$ cat src/rtl/ramp_slew_pkg.sv
package ramp_slew_pkg;
  typedef enum logic [1:0] {
    ST_ARMED = 2'd0,
    ST_RAMP  = 2'd1,
    ST_HELD  = 2'd2
  } mon_state_e;
endpackage

$ cat src/rtl/rsm_region_fsm.sv
module rsm_region_fsm
  import ramp_slew_pkg::*;
#(
  parameter int CODE_W = 12
) (
  input  logic              clk_i,
  input  logic              rst_ni,
  input  logic              clear_i,
  input  logic              valid_i,
  input  logic [CODE_W-1:0] sample_i,
  input  logic [CODE_W-1:0] nominal_i,
  output logic              push_o,
  output logic              first_o,
  output logic              finish_o
);
  localparam int PW = CODE_W + 4;
  localparam logic [PW-1:0] TEN  = PW'(10);
  localparam logic [PW-1:0] NINE = PW'(9);

  mon_state_e state_q, state_d;
  logic [PW-1:0] nom_x, samp_x, lo_thr, hi_thr;
  logic take, at_hi, above_lo;

  always_comb begin
    nom_x    = PW'(nominal_i);
    samp_x   = PW'(sample_i);
    lo_thr   = nom_x / TEN;
    hi_thr   = (nom_x * NINE) / TEN;
    at_hi    = samp_x >= hi_thr;
    above_lo = samp_x >= lo_thr;
    take     = valid_i && !clear_i;
    push_o   = take && !at_hi &&
               ((state_q == ST_RAMP) || (state_q == ST_ARMED && above_lo));
    first_o  = push_o && (state_q == ST_ARMED);
    finish_o = take && at_hi && (state_q != ST_HELD);
  end

  always_comb begin
    state_d = state_q;
    if (clear_i)       state_d = ST_ARMED;
    else if (finish_o) state_d = ST_HELD;
    else if (first_o)  state_d = ST_RAMP;
  end

  always_ff @(posedge clk_i or negedge rst_ni) begin
    if (!rst_ni) state_q <= ST_ARMED;
    else         state_q <= state_d;
  end

  assert_held_no_push_R7: assert property (@(posedge clk_i) disable iff (!rst_ni)
    (state_q == ST_HELD) |-> !push_o && !finish_o);
  assert_region_entry_R1: assert property (@(posedge clk_i) disable iff (!rst_ni)
    (state_q == ST_ARMED && !clear_i && valid_i && samp_x < lo_thr) |=> (state_q == ST_ARMED));
endmodule

$ cat src/rtl/rsm_win_buf.sv
module rsm_win_buf #(
  parameter int CODE_W  = 12,
  parameter int WIN_LEN = 16
) (
  input  logic              clk_i,
  input  logic              rst_ni,
  input  logic              clear_i,
  input  logic              push_i,
  input  logic [CODE_W-1:0] data_i,
  output logic [CODE_W-1:0] oldest_o,
  output logic              full_o
);
  localparam int PTR_W = (WIN_LEN > 1) ? $clog2(WIN_LEN) : 1;
  localparam int CNT_W = $clog2(WIN_LEN + 1);
  localparam logic [PTR_W-1:0] PTR_LAST = PTR_W'(WIN_LEN - 1);
  localparam logic [CNT_W-1:0] CNT_FULL = CNT_W'(WIN_LEN);

  logic [CODE_W-1:0] mem_q [WIN_LEN];
  logic [PTR_W-1:0]  ptr_q;
  logic [CNT_W-1:0]  fill_q;

  assign oldest_o = mem_q[ptr_q];
  assign full_o   = (fill_q == CNT_FULL);

  always_ff @(posedge clk_i or negedge rst_ni) begin
    if (!rst_ni) begin
      ptr_q  <= '0;
      fill_q <= '0;
    end else if (clear_i) begin
      ptr_q  <= '0;
      fill_q <= '0;
    end else if (push_i) begin
      ptr_q <= (ptr_q == PTR_LAST) ? '0 : ptr_q + 1'b1;
      if (!full_o) fill_q <= fill_q + 1'b1;
    end
  end

  // storage needs no reset: reads are gated by fill count
  always_ff @(posedge clk_i) begin
    if (push_i && !clear_i) mem_q[ptr_q] <= data_i;
  end

  assert_fill_bound_R3: assert property (@(posedge clk_i) disable iff (!rst_ni)
    fill_q <= CNT_FULL);
  assert_ptr_bound_R3: assert property (@(posedge clk_i) disable iff (!rst_ni)
    ptr_q <= PTR_LAST);
  assert_full_ptr_wrap_R3: assert property (@(posedge clk_i) disable iff (!rst_ni)
    (!full_o && fill_q != '0) |-> (CNT_W'(ptr_q) == fill_q) || (fill_q == CNT_FULL));
endmodule

$ cat src/rtl/rsm_slope_track.sv
module rsm_slope_track #(
  parameter int CODE_W = 12
) (
  input  logic              clk_i,
  input  logic              rst_ni,
  input  logic              clear_i,
  input  logic              push_i,
  input  logic              first_i,
  input  logic              finish_i,
  input  logic [CODE_W-1:0] sample_i,
  input  logic [CODE_W-1:0] oldest_i,
  input  logic              full_i,
  input  logic [CODE_W-1:0] min_rise_i,
  output logic              pos_slope_o,
  output logic [CODE_W:0]   min_slew_o,
  output logic              valid_o,
  output logic              pass_o,
  output logic              done_o
);
  localparam int DW = CODE_W + 1;
  localparam logic signed [DW-1:0] MIN_INIT = {1'b0, {CODE_W{1'b1}}};

  logic              pos_q, valid_q, done_q;
  logic signed [DW-1:0] min_q, diff;
  logic [CODE_W-1:0] prev_q;

  assign diff = $signed({1'b0, sample_i}) - $signed({1'b0, oldest_i});

  always_ff @(posedge clk_i or negedge rst_ni) begin
    if (!rst_ni) begin
      pos_q   <= 1'b1;
      valid_q <= 1'b0;
      done_q  <= 1'b0;
      min_q   <= MIN_INIT;
      prev_q  <= '0;
    end else if (clear_i) begin
      pos_q   <= 1'b1;
      valid_q <= 1'b0;
      done_q  <= 1'b0;
      min_q   <= MIN_INIT;
      prev_q  <= '0;
    end else begin
      done_q <= finish_i;
      if (push_i) begin
        prev_q <= sample_i;
        if (!first_i && sample_i <= prev_q) pos_q <= 1'b0;
        if (full_i) begin
          valid_q <= 1'b1;
          if (diff < min_q) min_q <= diff;
        end
      end
    end
  end

  assign pos_slope_o = pos_q;
  assign min_slew_o  = min_q;
  assign valid_o     = valid_q;
  assign done_o      = done_q;
  assign pass_o      = valid_q && (min_q >= $signed({1'b0, min_rise_i}));

  assert_pos_sticky_R2: assert property (@(posedge clk_i) disable iff (!rst_ni)
    (!clear_i && !pos_q) |=> !pos_q);
  assert_min_monotone_R3: assert property (@(posedge clk_i) disable iff (!rst_ni)
    !clear_i |=> (min_q <= $past(min_q)));
  assert_init_until_valid_R4: assert property (@(posedge clk_i) disable iff (!rst_ni)
    !valid_q |-> (min_q == MIN_INIT));
  assert_done_single_R6: assert property (@(posedge clk_i) disable iff (!rst_ni)
    done_q |=> !done_q);
  assert_hold_after_done_R7: assert property (@(posedge clk_i) disable iff (!rst_ni)
    (done_q && !clear_i) |=> $stable(min_q) && $stable(pos_q) && $stable(valid_q));
  assert_clear_R8: assert property (@(posedge clk_i) disable iff (!rst_ni)
    clear_i |=> pos_q && !valid_q && !done_q && (min_q == MIN_INIT));
endmodule

$ cat src/rtl/ramp_slew_mon.sv
module ramp_slew_mon #(
  parameter int CODE_W  = 12,
  parameter int WIN_LEN = 16
) (
  input  logic              clk_i,
  input  logic              rst_ni,
  input  logic              start_i,
  input  logic              sample_valid_i,
  input  logic [CODE_W-1:0] sample_i,
  input  logic [CODE_W-1:0] nominal_i,
  input  logic [CODE_W-1:0] min_rise_i,
  output logic              pos_slope_o,
  output logic [CODE_W:0]   min_slew_o,
  output logic              result_valid_o,
  output logic              pass_o,
  output logic              done_o
);
  logic push, first, finish, full;
  logic [CODE_W-1:0] oldest;

  rsm_region_fsm #(.CODE_W(CODE_W)) u_region (
    .clk_i     (clk_i),
    .rst_ni    (rst_ni),
    .clear_i   (start_i),
    .valid_i   (sample_valid_i),
    .sample_i  (sample_i),
    .nominal_i (nominal_i),
    .push_o    (push),
    .first_o   (first),
    .finish_o  (finish)
  );

  rsm_win_buf #(.CODE_W(CODE_W), .WIN_LEN(WIN_LEN)) u_buf (
    .clk_i    (clk_i),
    .rst_ni   (rst_ni),
    .clear_i  (start_i),
    .push_i   (push),
    .data_i   (sample_i),
    .oldest_o (oldest),
    .full_o   (full)
  );

  rsm_slope_track #(.CODE_W(CODE_W)) u_track (
    .clk_i       (clk_i),
    .rst_ni      (rst_ni),
    .clear_i     (start_i),
    .push_i      (push),
    .first_i     (first),
    .finish_i    (finish),
    .sample_i    (sample_i),
    .oldest_i    (oldest),
    .full_i      (full),
    .min_rise_i  (min_rise_i),
    .pos_slope_o (pos_slope_o),
    .min_slew_o  (min_slew_o),
    .valid_o     (result_valid_o),
    .pass_o      (pass_o),
    .done_o      (done_o)
  );

  assert_done_after_finish_R6: assert property (@(posedge clk_i) disable iff (!rst_ni)
    (finish && !start_i) |=> done_o);
  assert_no_push_on_start_R8: assert property (@(posedge clk_i) disable iff (!rst_ni)
    start_i |-> !push && !finish);
  assert_no_push_idle_R9: assert property (@(posedge clk_i) disable iff (!rst_ni)
    !sample_valid_i |-> !push && !finish);
endmodule

$ cat config.mk
export PLATFORM = sky130hd
export DESIGN_NAME = ramp_slew_mon
export DESIGN_NICKNAME = d
export VERILOG_FILES = /design/src/rtl/ramp_slew_pkg.sv /design/src/rtl/rsm_region_fsm.sv /design/src/rtl/rsm_win_buf.sv /design/src/rtl/rsm_slope_track.sv /design/src/rtl/ramp_slew_mon.sv
export SDC_FILE = /design/constraint.sdc
export NUM_CORES = 1
export LEC_CHECK = 0
export BUFFER_PORTS_ARGS = -buffer_cell sky130_fd_sc_hd__buf_2
export CORE_ASPECT_RATIO = 0.75
export CORE_MARGIN = 10
export CORE_UTILIZATION = 37
export CTS_CLUSTER_DIAMETER = 100
export DETAILED_ROUTE_END_ITERATION = 16
export GPL_TIMING_DRIVEN = 1
export HOLD_SLACK_MARGIN = 0.08
export SLEW_MARGIN = 20
export SYNTH_ARGS = -nofsm -noshare
export SYNTH_HDL_FRONTEND = slang
export SYNTH_HIERARCHICAL = 1
export SYNTH_SLANG_ARGS = --single-unit
$ cat constraint.sdc
create_clock -name clk_i -period 8.31 [get_ports clk_i]
set_clock_uncertainty 0.2 [all_clocks]
set_input_delay 0.831 -clock clk_i [delete_from_list [all_inputs] [get_ports clk_i]]
set_output_delay 0.831 -clock clk_i [all_outputs]
set_load 0.01 [all_outputs]
* Yosys cells after proc, flatten, opt, wreduce, memory -nomap -nowiden *
Memories as Yosys holds them, arrays and structs flattened.
Cells that the tools add are included.

storage, ports and cells
  flip-flop bits (word level) = 39
  RAM bits = 192
  output and inout bits = 17
  logic and storage cells = 73
  memories kept = 1

operators by class
  add/subtract/negate cells = 3
  $mul = 1
  divide/modulo/power cells = 2
  order comparisons = 5
  equality and inequality tests = 5
  mux-type cells = 24
  reductions and logical operators = 24

memories
  memory       words  bits a word  read ports  clocked after Yosys merged registers in  write ports  RTL line           source
  u_buf.mem_q  16     12           1           0                                        1            rsm_win_buf.sv:18  logic [CODE_W-1:0] mem_q [WIN_LEN];

operators by type and width
  operator                 number
  $mux W13                 4
  $ge A12 B16 Y1           2
  $mux W12                 2
  $div A12 B4 Y16 const B  1
  $div A16 B4 Y16 const B  1
  $mul A12 B4 Y16 const B  1
  $mux W5                  3
  $ge A13 B13 Y1           1
  $lt A13 B13 Y1           1
  $sub A12 B12 Y13         1
  $le A12 B12 Y1           1
  $mux W4                  3
  $logic_and A1 B1 Y1      10
  $mux W1                  9
  $reduce_bool A2 Y1       4
  $mux W2                  3
  $reduce_and A2 Y1        3
  $add A5 B1 Y5 const B    1
  $eq A5 B5 Y1 const B     1
  $add A4 B1 Y4 const B    1
  $eq A4 B4 Y1 const B     1
  $ne A2 B2 Y1 const B     2
  $logic_not A1 Y1         3
  $reduce_and A3 Y1        1
  4 further kinds          4

* Depth between registers and ports, before layout *
  depth in word-level cells = 12
  depth in mapped cells = 52
  gate-level depth less buffers = 47

* Cells and area by module *
Netlist, hierarchy kept.

modules (own cells, without submodules)
  module           instances  cells an instance  area an instance (µm²)
  rsm_win_buf      1          375                7875.1
  rsm_region_fsm   1          552                3837.4
  rsm_slope_track  1          309                2727.6

* Worst setup path before layout *
Ideal clock, no wire load.

  path type = in2reg
  start = in nominal_i[1]
  end = mem u_buf.mem_q[0][0] (enable)
  library setup time = 0.396 ns
  arrival = 10.260 ns
  setup slack = -2.546 ns
  stages on the path = 49
  cells stage by stage = ha_1 -> ha_1 -> inv_1 -> fa_1 -> nor2b_1 -> o31a_4 -> o21a_1 -> buf_2 -> mux2i_1 -> a32o_1 -> a211o_1 -> o21a_1 -> buf_6 -> mux2_4 -> o31a_4 -> and2_4 -> o311a_1 -> nand2_2 -> (+13 left out) -> nor2b_1 -> o21ai_0 -> nand2b_1 -> a21oi_1 -> nor2b_1 -> o21ai_0 -> nand2b_1 -> a21oi_1 -> nor2b_1 -> o21ai_0 -> nand2b_1 -> a21oi_1 -> a41oi_1 -> a311oi_1 -> buf_2 -> nor2b_1 -> nand2_1 -> nor3_1

between the ends
  cells in the longest elaborated chain, start to end = 9
  elaborated cells on any way between the ends = 13

ends and longest elaborated chain
  what                             RTL line              source
  from (decl)                      ramp_slew_mon.sv:10   input logic [CODE_W-1:0] nominal_i,
  $mul A12 B4 Y16                  rsm_region_fsm.sv:28  hi_thr = (nom_x * NINE) / TEN;
  $div A16 B4 Y16                  rsm_region_fsm.sv:28
  $ge A12 B16 Y1                   rsm_region_fsm.sv:29  at_hi = samp_x >= hi_thr;
  $logic_not A1 Y1                 rsm_region_fsm.sv:32  push_o = take && !at_hi &&
  $logic_and A1 B1 Y1              rsm_region_fsm.sv:32
  $logic_and A1 B1 Y1 *            rsm_region_fsm.sv:32
  named net push                   ramp_slew_mon.sv:18   logic push, first, finish, full;
  $logic_and A1 B1 Y1 *            rsm_win_buf.sv:40     if (push_i && !clear_i) mem_q[ptr_q] <= data_i;
  $mux W1 *                        rsm_win_buf.sv:40
  $mux W1 (implied by the code) *  rsm_win_buf.sv:40
  to (decl)                        rsm_win_buf.sv:18

The timed path passes the listed nets; every way through them passes the cells marked *.

* Worst setup path in the final report *
  start = in nominal_i[4]
  end = mem u_buf.mem_q[3][5] (enable)

Same word-level chain as after synthesis.

==> flow_metrics.py <==
metrics = {
    "drt": {
        "drt_iter0_markers": 870,
        "routed_via_density": 5.56,
        "dr.pass1.iters": 5,
        "routed_wl_um": 40700,
        "drc": 0,
        "postRouteAntennaNets": 0,
        "avgRoutedWirePerCell_um": 19.8,
        "routed-via-count": 11400,
    },
    "global_routing": {
        "grt_pass1_wl_um": 64100,
        "gr-usage-met2_pct": 25.5,
        "track_usage_pct": 17.0,
        "grtUsageMet3_pct": 2.72,
        "grt_pass1_vias": 11100,
        "busiest_layer": "met1",
        "antenna_found_initial": 0,
        "grt_max_degree": 45,
        "grt_overflow": 0,
        "grt_use_met1_pct": 25.5,
    },
    "timing": {
        "final.min_clock_period_ns": 9.84,
        "rsz0062_at_grt": "true",
        "tightest_slew_ns": 0.978,
        "relSlewSlack_pct": 34.3,
        "hold_viol": 0,
        "post-route-period-util_pct": 118,
        "fmax_ghz": 0.102,
        "finalMaxSlewViolations": 0,
        "setup_ws_ns": -1.53,
        "setup_viol": 231,
    },
    "setup_path": {
        "cp-end-kind": "flip-flop",
        "cp_max_fo": 7,
        "path_class": "in2reg",
        "critical-path-top-delay-family": "compound AO/OA/AOI/OAI gates",
        "slowest_stage": "or4b_4",
        "crit_required_ns": 8.34,
        "cp-start-kind": "input pin",
        "max_stage_delay_ns": 0.54,
        "cpMostUsedCell": "a21oi_2",
        "cp.arrival_ns": 9.86,
        "cp_num_buf_inv": 11,
    },
    "finish": {
        "drive_gt1_share_pct": 36.5,
        "fin_area_um2": 19300,
        "area_delta_synth_final_pct": 33.4,
        "antenna_cells": 0,
        "nets": 1660,
        "final_util_pct": 50.2,
        "fillers": 3365,
    },
    "status": {
        "failed_checks": "setup timing",
        "status": "finished, violations left",
    },
    "synth": {
        "ys_seq_elements": 231,
        "yosysWarnings": 6,
        "syn_nets": 1371,
        "synthMuxAreaShare_pct": 9.92,
        "yosys.area_share.adder_pct": 8.55,
        "synth_simple_gate_area_share_pct": 10.8,
        "ys_async_sr_fraction_pct": 16.9,
        "synth-edff-count": 192,
        "synthCells": 1236,
        "syn-cell-area_um2": 14400,
        "syn_avg_cell_area_um2": 11.7,
        "synthXorXnorAreaFrac_pct": 2.12,
        "synth_compound_area_share_pct": 17.6,
        "synth_cell_type_count": 105,
        "ys_seq_area_share_pct": 46.8,
        "synthFlopType": "edfxtp_1",
        "synth_top_family_by_area": "compound AO/OA/AOI/OAI gates",
    },
    "clock_tree": {
        "cts_buffer_depth": 3,
        "cts_tree": "built",
        "cts_sinks": 231,
        "h-tree-depth": 1,
        "numCtsBuffers": 23,
        "insertion_delay_ns": 0.52,
        "root_buffer": "clkbuf_16",
        "clkTransAtPathRegs_ns": 0.07,
    },
    "power_and_ir_drop": {
        "intPower_uw": 3070,
        "seqPwrFrac_pct": 27.4,
        "peakVddDrop_v": 0.000147,
        "leakagePower_uw": 0.00747,
        "pwr-share-comb_pct": 50.8,
        "powerDensity_nw_per_um2": 243,
        "p_sw_uw": 1610,
        "clockPowerShare_pct": 21.8,
        "switching_share_pct": 34.4,
    },
    "floorplan": {
        "rows": 62,
        "chipHeight_um": 191,
        "die_w_um": 248,
        "core_um2": 38400,
        "io_pins": 57,
        "initial_core_util_pct": 37.6,
        "dieArea_um2": 47400,
    },
    "placement": {
        "place_area_um2": 17300,
        "routabilityCongestion": 0.918,
        "dpl.hpwl_um": 27600,
        "port_buffers": 56,
    },
    "run": {
        "cap_violations": 0,
    },
    "worst_hold_path": {
        "hp-class": "in2async",
    },
}
[power by group through the flow]
stage / Clock [uW] / Sequential, uW / Combinational [uW]
final: 1020 / 1280 / 2380
after floorplan: 0 / 1290 / 1210
after CTS: 1040 / 1280 / 2230
after detailed placement: 0 / 1300 / 1990
after global routing: 1090 / 1280 / 2580
after global placement: 0 / 1300 / 1980
[timing repair]
action,4_1_cts,5_1_grt
setup buffers,39,13
endpoints found under the hold margin,0,0
resized for setup,113,28
hold buffers,0,0
endpoints found under the setup margin,231,231
gates cloned,7,0
pin swaps,63,16
[registers in the layout, summed over array words and instances, names as in the netlist]
signal,flops
u_buf/ptr_q,4
u_track/done_o,1
u_track/valid_o,1
u_region/state_q,2
u_buf/mem_q,192
u_track/prev_q,12
u_track/pos_slope_o,1
u_buf/fill_q,5
u_track/min_slew_o,13
[per-stage QoR]
stage / setup TNS (ns) / setup slack [ns] / hold slack, ns / cells / total power, uW
after global routing: -425.15 / -1.96 / 0.216 / 2053 / 4950
final: -327.79 / -1.53 / 0.173 / 2053 / 4680
after detailed placement: -499.87 / -2.25 / 0.277 / 1954 / 3290
after CTS: -300.63 / -1.40 / 0.177 / 2040 / 4550
after global placement: -480.52 / -2.16 / 0.263 / 1954 / 3280
after floorplan: -348.69 / -1.72 / 0.253 / 1236 / 2500
[area by class of cell]
cell class              count  area, um2  area share [%]
well taps                 512        641            3.32
inverters                  84        323            1.68
multi-input cells         863       8000            41.5
clock inverters            17        156           0.812
repair buffers            322       2810            14.6
clock buffers              24        579            3.01
flip-flops and latches    231       6760            35.1
[cells in the mapped netlist, drive strengths merged, types with 8 or more instances]
cell type / count / area [um2]
mux2i: 22 / 224
a21o: 19 / 143
nor2: 88 / 330
a31oi: 9 / 56.3
nand4: 15 / 93.8
a311oi: 9 / 103
nand3: 29 / 155
o21a: 8 / 60.1
xnor2: 26 / 228
ha: 93 / 1160
o21ai: 60 / 300
xor2: 9 / 78.8
a21oi: 66 / 345
clkbuf: 37 / 139
nor3: 29 / 150
edfxtp: 192 / 5770
a22oi: 27 / 203
nor2b: 16 / 100
o211ai: 18 / 135
nor4: 9 / 56.3
mux4: 48 / 1150
dfrtp: 26 / 651
buf: 22 / 151
a211o: 18 / 158
dfstp: 13 / 342
inv: 84 / 315
nand2b: 19 / 119
a211oi: 16 / 133
nand2: 72 / 273
[metal layers]
metal | part of all wire [%] | wire (um)
met2 | 44 | 17800
met3 | 6.6 | 2680
met5 | 0 | 0
met1 | 48 | 19700
met4 | 1.2 | 501
[layout by cell type, fill, tap and decap left out, types with 8 or more instances in the layout]
master,netlist,final
buf_4,3,210
edfxtp_1,192,192
inv_1,82,79
ha_1,93,78
nor2_1,88,74
nand2_1,71,61
buf_2,10,53
a21oi_1,62,50
o21ai_0,56,44
mux4_2,30,30
buf_6,6,26
a22oi_1,27,26
nand3_1,27,26
buf_12,0,24
dfrtp_1,26,24
clkbuf_16,0,23
xnor2_1,26,23
mux2i_1,21,21
a21o_1,19,19
mux4_1,18,18
o211ai_1,18,18
a211o_1,18,17
nand2b_1,19,16
nor3_1,28,16
nand4_1,15,15
ha_4,0,15
nor2b_1,16,14
nor2_4,0,13
a21oi_2,4,13
dfstp_2,13,13
a211oi_1,15,12
o21ai_1,4,10
xor2_1,9,9
nor4_1,9,9
nor3_2,1,9
a31oi_1,9,8
[final timing paths]
kind	startpoint	endpoint	slack [ns]	depth (start not counted)
worst min-delay path	rst_ni	u_track/min_slew_o[12]	0.17	2
max in group asynchronous	rst_ni	u_buf/ptr_q[0]	7.33	2
min in group clk_i	u_region/state_q[1]	u_region/state_q[1]	0.29	1
worst max-delay path	nominal_i[4]	u_buf/mem_q[3][5]	-1.53	54
worst max register to register	u_buf/ptr_q[2]	u_track/min_slew_o[10]	2.18	18
worst min register to register	u_region/state_q[1]	u_region/state_q[1]	0.29	1
[cells by family (layout without fill, tap and decap cells)]
group                      after synthesis  count (layout)
and+or+nand+nor                        315             315
DFF                                    231             231
buffers and inverters                  143             447
AOI/OAI and AO/OA                      339             340
muxes                                   75              75
adders and majority gates               98              98
xor gates and xnor gates                35              35
Power figures use the tool's default switching activity.
